**src/rtl/led_pkg.sv**
```systemverilog
// Shared types and helpers for the status LED controller.
// Assumes three LEDs, indexed activity=0, link=1, speed=2.
package led_pkg;
    localparam int LED_N     = 3;
    localparam int IDX_ACT   = 0;
    localparam int IDX_LINK  = 1;
    localparam int IDX_SPEED = 2;
    localparam int CFG_W     = 16;

    // Control word layout; bit order inside each 3-bit field follows the LED index.
    typedef struct packed {
        logic [4:0]       rsvd;
        logic [1:0]       rate;
        logic [LED_N-1:0] pol;
        logic [LED_N-1:0] frc_en;
        logic [LED_N-1:0] frc_val;
    } led_cfg_t;

    localparam logic [CFG_W-1:0] WR_MASK = 16'h07FF;

    // Number of clock cycles in one blink phase for a rate code.
    function automatic int unsigned phase_cycles(input logic [1:0] code,
                                                 input int unsigned clk_hz);
        case (code)
            2'b00:   return clk_hz / 20;
            2'b01:   return clk_hz / 10;
            2'b10:   return clk_hz / 5;
            default: return clk_hz / 2;
        endcase
    endfunction
endpackage

```
**src/rtl/led_cfg_reg.sv**
```systemverilog
// Control word storage. Loads the polarity field from the straps during
// reset, keeps the reserved bits at zero, and flags writes that change the
// rate code. Assumes the straps are stable while reset is held.
module led_cfg_reg
    import led_pkg::*;
(
    input  logic             clk,
    input  logic             rst_n,
    input  logic [LED_N-1:0] strap_pol,
    input  logic             wr_en,
    input  logic [CFG_W-1:0] wdata,
    output led_cfg_t         cfg,
    output logic             rate_restart
);
    led_cfg_t wcfg;

    // Masked view of the incoming write data.
    always_comb wcfg = led_cfg_t'(wdata & WR_MASK);

    // Rate-change detection for the timebase restart.
    always_comb rate_restart = wr_en && (wcfg.rate != cfg.rate);

    // Control word register with strap-derived polarity default.
    always_ff @(posedge clk) begin
        if (!rst_n) begin
            cfg.rsvd    <= '0;
            cfg.rate    <= 2'b10;
            cfg.pol     <= strap_pol;
            cfg.frc_en  <= '0;
            cfg.frc_val <= '0;
        end else if (wr_en) begin
            cfg <= wcfg;
        end
    end
endmodule

```
**src/rtl/led_blink_timer.sv**
```systemverilog
// Blink timebase: counts clock cycles up to the selected phase length and
// toggles the phase. A restart clears count and phase. Assumes CLK_HZ >= 20.
module led_blink_timer
    import led_pkg::*;
#(
    parameter int unsigned CLK_HZ = 25_000_000
) (
    input  logic       clk,
    input  logic       rst_n,
    input  logic [1:0] rate,
    input  logic       restart,
    output logic       phase
);
    localparam int unsigned MAX_CYC = CLK_HZ / 2;
    localparam int          CNT_W   = $clog2(MAX_CYC + 1);

    logic [CNT_W-1:0] cnt;
    logic [CNT_W-1:0] last;

    // Terminal count for the current rate code.
    always_comb last = CNT_W'(phase_cycles(rate, CLK_HZ) - 1);

    // Phase counter and phase toggle.
    always_ff @(posedge clk) begin
        if (!rst_n || restart) begin
            cnt   <= '0;
            phase <= 1'b0;
        end else if (cnt == last) begin
            cnt   <= '0;
            phase <= ~phase;
        end else begin
            cnt <= cnt + 1'b1;
        end
    end
endmodule

```
**src/rtl/led_out_stage.sv**
```systemverilog
// Per-LED output: picks forced or normal on state, applies polarity and
// registers the pin. During reset each pin shows its strap-derived off level.
module led_out_stage
    import led_pkg::*;
(
    input  logic             clk,
    input  logic             rst_n,
    input  logic [LED_N-1:0] strap_pol,
    input  logic [LED_N-1:0] normal_on,
    input  led_cfg_t         cfg,
    output logic [LED_N-1:0] pin
);
    for (genvar i = 0; i < LED_N; i++) begin : g_led
        logic on_state;

        // Force mux for this LED.
        always_comb on_state = cfg.frc_en[i] ? cfg.frc_val[i] : normal_on[i];

        // Polarity and pin register for this LED.
        always_ff @(posedge clk) begin
            if (!rst_n) pin[i] <= ~strap_pol[i];
            else        pin[i] <= cfg.pol[i] ~^ on_state;
        end
    end
endmodule

```
**src/rtl/led_status_ctrl.sv**
```systemverilog
// Status LED controller top: control word, blink timebase and three
// registered LED pins. Assumes inputs are synchronous to clk.
module led_status_ctrl
    import led_pkg::*;
#(
    parameter int unsigned CLK_HZ = 25_000_000
) (
    input  logic        clk,
    input  logic        rst_n,
    input  logic [2:0]  strap_pol,
    input  logic        reg_wr_en,
    input  logic [15:0] reg_wdata,
    output logic [15:0] reg_rdata,
    input  logic        link_up,
    input  logic        speed_high,
    input  logic        activity,
    output logic        led_speed,
    output logic        led_link,
    output logic        led_act
);
    led_cfg_t         cfg;
    logic             rate_restart;
    logic             blink_phase;
    logic [LED_N-1:0] normal_on;
    logic [LED_N-1:0] pin;

    led_cfg_reg i_cfg (
        .clk(clk), .rst_n(rst_n), .strap_pol(strap_pol),
        .wr_en(reg_wr_en), .wdata(reg_wdata),
        .cfg(cfg), .rate_restart(rate_restart)
    );

    led_blink_timer #(.CLK_HZ(CLK_HZ)) i_timer (
        .clk(clk), .rst_n(rst_n), .rate(cfg.rate),
        .restart(rate_restart), .phase(blink_phase)
    );

    // Normal-operation on states per LED.
    always_comb begin
        normal_on[IDX_SPEED] = speed_high;
        normal_on[IDX_LINK]  = link_up;
        normal_on[IDX_ACT]   = activity && blink_phase;
    end

    led_out_stage i_out (
        .clk(clk), .rst_n(rst_n), .strap_pol(strap_pol),
        .normal_on(normal_on), .cfg(cfg), .pin(pin)
    );

    // Port mapping of the control word and pins.
    always_comb begin
        reg_rdata = cfg;
        led_speed = pin[IDX_SPEED];
        led_link  = pin[IDX_LINK];
        led_act   = pin[IDX_ACT];
    end
endmodule

```
**config.mk**
```make
export PLATFORM = sky130hd
export DESIGN_NAME = led_status_ctrl
export DESIGN_NICKNAME = d
export VERILOG_FILES = /design/src/rtl/led_pkg.sv /design/src/rtl/led_cfg_reg.sv /design/src/rtl/led_blink_timer.sv /design/src/rtl/led_out_stage.sv /design/src/rtl/led_status_ctrl.sv
export SDC_FILE = /design/constraint.sdc
export NUM_CORES = 1
export LEC_CHECK = 0
export ABC_AREA = 0
export BUFFER_PORTS_ARGS = -buffer_cell sky130_fd_sc_hd__buf_2
export CAP_MARGIN = 20
export CORE_MARGIN = 2
export CORE_UTILIZATION = 31
export CTS_CLUSTER_DIAMETER = 50
export DETAILED_ROUTE_END_ITERATION = 10
export GPL_ROUTABILITY_DRIVEN = 0
export GPL_TIMING_DRIVEN = 0
export MAX_ROUTING_LAYER = met4
export PLACE_DENSITY_LB_ADDON = 0.1
export SLEW_MARGIN = 20
export SYNTH_ARGS = -nofsm -noshare
export SYNTH_HDL_FRONTEND = slang
export SYNTH_SLANG_ARGS = --single-unit
```
**constraint.sdc**
```tcl
create_clock -name clk -period 2.6 [get_ports clk]
set_input_delay 0.52 -clock clk [delete_from_list [all_inputs] [get_ports clk]]
set_output_delay 0.52 -clock clk [all_outputs]
set_load 0.02 [all_outputs]
```
==> impl_results.md <==
- Outcome: complete, no violations
- Post-synth ARST share: 0%
- Total count of hold-check failures in the final report: 0
- Type of element capturing the critical path: flip-flop
- Min-delay worst type: in -> reg
- Met3 routed WL: approximately 200 microns
- DRC violation count after routing: 0
- H-tree Lvls: 2
- Register area share after synthesis: between 30% and 40%
- Clock tree skew after final layout: roughly 0.011 ns
- Final WL: about 5600 microns
- DR vias: about 1.9k
- Antenna diode count: 0
- Highest ir drop seen on vdd: 0.278 mV
- First drt pass iteration count: 4
- Setup repair after global routing missed its margin: yes
- Post-DR wirelength/cell: ~14 microns
- Die span in x: just under 90 microns
- Number of CTS-inserted buffers: 5
- Die area: around 0.0077 sq mm
- Tightest slew margin relative to the limit: a little under half
- Cell taking the most area after synthesis: sky130_fd_sc_hd__dfxtp_1
- Synthesized area per cell: around 9 sq um
- Fraction of layout cells with a size suffix above 1: 31.5%
- Met2 wire len: around 2800 microns
- Yosys Warn Count: 0
- Final net count: 328
- Congestion Overflow GR: 0
- Post-Syn Area: between 0.002 and 0.0025 sq mm
- Max layer used: met4
- Endpoints failing setup: 0
- Number of vias per cell: ~4.8
- Share of the synthesized area in the top cell type: between 30 and 40%
- Slack of the worst reg-to-reg path: ~0.016 ns
- CP Launch Type: flip-flop
- Area inside the core boundary: just under 0.007 sq mm
- Core occupancy in the finished layout: a little over two fifths
- Later-pin clock latency in the skew report: roughly 0.3 ns
- Post-synth cell types: 45
- DRC marker count from the first detailed-route iteration: 64
- Kind of critical path: reg -> reg
- Buffers on Ports: 32
- Clock-pin slew reported for the worst setup and hold paths after clock tree synthesis: around 0.08 ns
- Overall routing resource usage: 15.2%
- Vias in the first global route: about 1.8k
- Minimum clock period: between 2 and 3 ns
- Most repeated cell in the gate-level netlist after synthesis: sky130_fd_sc_hd__dfxtp_1
- Number of cells produced by synthesis: ~240
- Max-capacitance violation count: 0
- Static power due to leakage: about 1.1 nW
- Antenna violations before repair: 0
- Number of flops mapped to enable cells by yosys: 3
- Leading register cell type out of synthesis: sky130_fd_sc_hd__dfxtp_1
- Register bit count reported by yosys: 39
- Row Count: 30
- Overall power consumption: 1.47 mW
- CP required: between 2 and 3 ns
- Max FO, Critical Path: 5
- Worst slew pin tran: 0.801 ns
- Initial cell density of the core: approximately 32%
- Root Buffer: sky130_fd_sc_hd__clkbuf_8
- Crit share post-route: between 90% and 100%
- Slew Limit Fails: 0
- CTS tree: built
- Die outline height: around 88 microns
- Top cell types by occurrence after synthesis: sky130_fd_sc_hd__dfxtp_1, sky130_fd_sc_hd__nor3_1, sky130_fd_sc_hd__xnor2_1, sky130_fd_sc_hd__nor2_1
- Clock net sink count: 39
- Detailed-route wire length on metal 1: roughly 2600 microns
- Number of buffers on the longest clock path: 2
- Number of nets still failing antenna checks after routing: 0
- Largest net degree at the start of global routing: 13
- Crit path DAT: roughly 2.7 ns
- Wire length of the first global-routing pass: approximately 8800 microns
- Cells taking the most area after synthesis: sky130_fd_sc_hd__dfxtp_1, sky130_fd_sc_hd__xnor2_1, sky130_fd_sc_hd__mux2i_1
- Synthesis-to-layout area growth: 32.9%
- Total power density per cell area: around 510 mW/mm^2
- Post-cts hold buffer count: 0
- Top-Level Pins: between 40 and 50
- Upper clock frequency limit: approximately 0.39 GHz
- Final HPWL from detailed placement: ~4000 microns
-- cells in the final DEF (no fill, tap or decap), types with 2 or more instances in the layout --
master | synthesis | final
sky130_fd_sc_hd__xor2_1 | 10 | 10
sky130_fd_sc_hd__edfxtp_1 | 3 | 3
sky130_fd_sc_hd__mux2i_1 | 13 | 13
sky130_fd_sc_hd__dfxtp_4 | 0 | 2
sky130_fd_sc_hd__a22oi_1 | 4 | 3
sky130_fd_sc_hd__nand2_1 | 12 | 12
sky130_fd_sc_hd__conb_1 | 1 | 5
sky130_fd_sc_hd__clkbuf_1 | 5 | 6
sky130_fd_sc_hd__nor3b_1 | 2 | 2
sky130_fd_sc_hd__and3_1 | 4 | 4
sky130_fd_sc_hd__or3b_4 | 1 | 2
sky130_fd_sc_hd__nor4_1 | 7 | 5
sky130_fd_sc_hd__nand4_1 | 8 | 8
sky130_fd_sc_hd__buf_8 | 0 | 2
sky130_fd_sc_hd__nor3_1 | 26 | 12
sky130_fd_sc_hd__buf_4 | 5 | 11
sky130_fd_sc_hd__nand4b_1 | 2 | 2
sky130_fd_sc_hd__nor2_1 | 16 | 16
sky130_fd_sc_hd__ha_4 | 0 | 2
sky130_fd_sc_hd__nand3_1 | 13 | 13
sky130_fd_sc_hd__ha_1 | 9 | 6
sky130_fd_sc_hd__or4_1 | 2 | 2
sky130_fd_sc_hd__buf_6 | 2 | 2
sky130_fd_sc_hd__nor4_2 | 0 | 2
sky130_fd_sc_hd__buf_2 | 1 | 34
sky130_fd_sc_hd__nor2b_1 | 3 | 3
sky130_fd_sc_hd__xnor2_1 | 21 | 21
sky130_fd_sc_hd__o21ai_0 | 5 | 5
sky130_fd_sc_hd__dfxtp_1 | 36 | 34
sky130_fd_sc_hd__nor3_2 | 1 | 11
sky130_fd_sc_hd__inv_1 | 10 | 9
sky130_fd_sc_hd__bufinv_16 | 0 | 2
sky130_fd_sc_hd__clkbuf_8 | 0 | 5
sky130_fd_sc_hd__nor3_4 | 0 | 4
-- repair_timing --
item / in CTS / in global routing
pin swaps: 5 / 10
cloned: 1 / 1
resized for setup: 6 / 28
buffers inserted: 8 / 0
endpoints found under the setup margin: 25 / 25
-- worst max-delay path, cell delays in order (launching register included) --
cell and delay (ns):
sky130_fd_sc_hd__dfxtp_4 0.36, sky130_fd_sc_hd__clkinvlp_4 0.15, sky130_fd_sc_hd__ha_4 0.32, sky130_fd_sc_hd__or3b_4 0.40, sky130_fd_sc_hd__a2111oi_4 0.28, sky130_fd_sc_hd__nand4_1 0.20, sky130_fd_sc_hd__nor4_4 0.36, sky130_fd_sc_hd__buf_6 0.18
sky130_fd_sc_hd__buf_8 0.13, sky130_fd_sc_hd__nor3_2 0.05
-- routing by layer --
metal  vias up  global-route usage, %
met1       877                   19.4
met2        37                   23.3
met4         0                   6.01
li1        953                      -
met3         7                   3.20
met5         -                      -
-- metrics by stage --
stage               area, sq um  setup slack (ns)  TNS (ns)  hold slack (ns)  cells
finish                     2890            0.0157         0            0.411    391
global placement           2480            -0.272     -5.56            0.445    373
CTS                        2720           0.00437         0            0.401    390
floorplan                  2200           0.00121         0            0.421    245
detailed placement         2490            -0.273     -5.66            0.451    373
global route               2890           -0.0993     -1.54            0.404    391
-- logic make-up after synthesis --
group	after synthesis	share of synthesized area [%]
buffers and inverters	24	5.75
flip-flops	39	37.3
XOR/XNOR	31	12.5
multiplexers	14	6.50
AND/OR/NAND/NOR	107	27.5
adder cells (fa/ha/maj)	9	5.18
AO/OA/AOI/OAI	16	5.12
other	1	0.172
-- final timing paths --
check                                  start                         end  cells past startpoint
setup / recovery  i_cfg.cfg[10]$_SDFFE_PN1P_  i_timer.cnt[12]$_SDFF_PP0_                      9
hold / removal                  strap_pol[2]        i_out.pin[2]$_DFF_P_                      2
setup reg to reg  i_cfg.cfg[10]$_SDFFE_PN1P_  i_timer.cnt[12]$_SDFF_PP0_                      9
hold reg to reg    i_timer.cnt[0]$_SDFF_PP0_   i_timer.cnt[0]$_SDFF_PP0_                      1
-- where the power goes --
part | internal, mW | total, mW | switching, mW
registers | 0.626 | 0.639 | 0.0129
logic | 0.0948 | 0.221 | 0.127
clock network | 0.384 | 0.609 | 0.225
-- state kept, by name, indices dropped and copies added, names as in the netlist --
| register | cells |
|---|---|
| i_out.pin | 3 |
| i_timer.phase | 1 |
| i_timer.cnt | 24 |
| i_cfg.cfg | 11 |
-- area by class of cell --
class,count,area (sq um)
Sequential cell,39,818
Fill cell,665,3900
Buffer,14,95.1
Timing Repair Buffer,42,258
Clock buffer,6,72.6
Clock inverter,2,60.1
Inverter,10,41.3
Tap cell,96,120
Multi-Input combinational cell,182,1430
(Power assumes the default switching activity.)
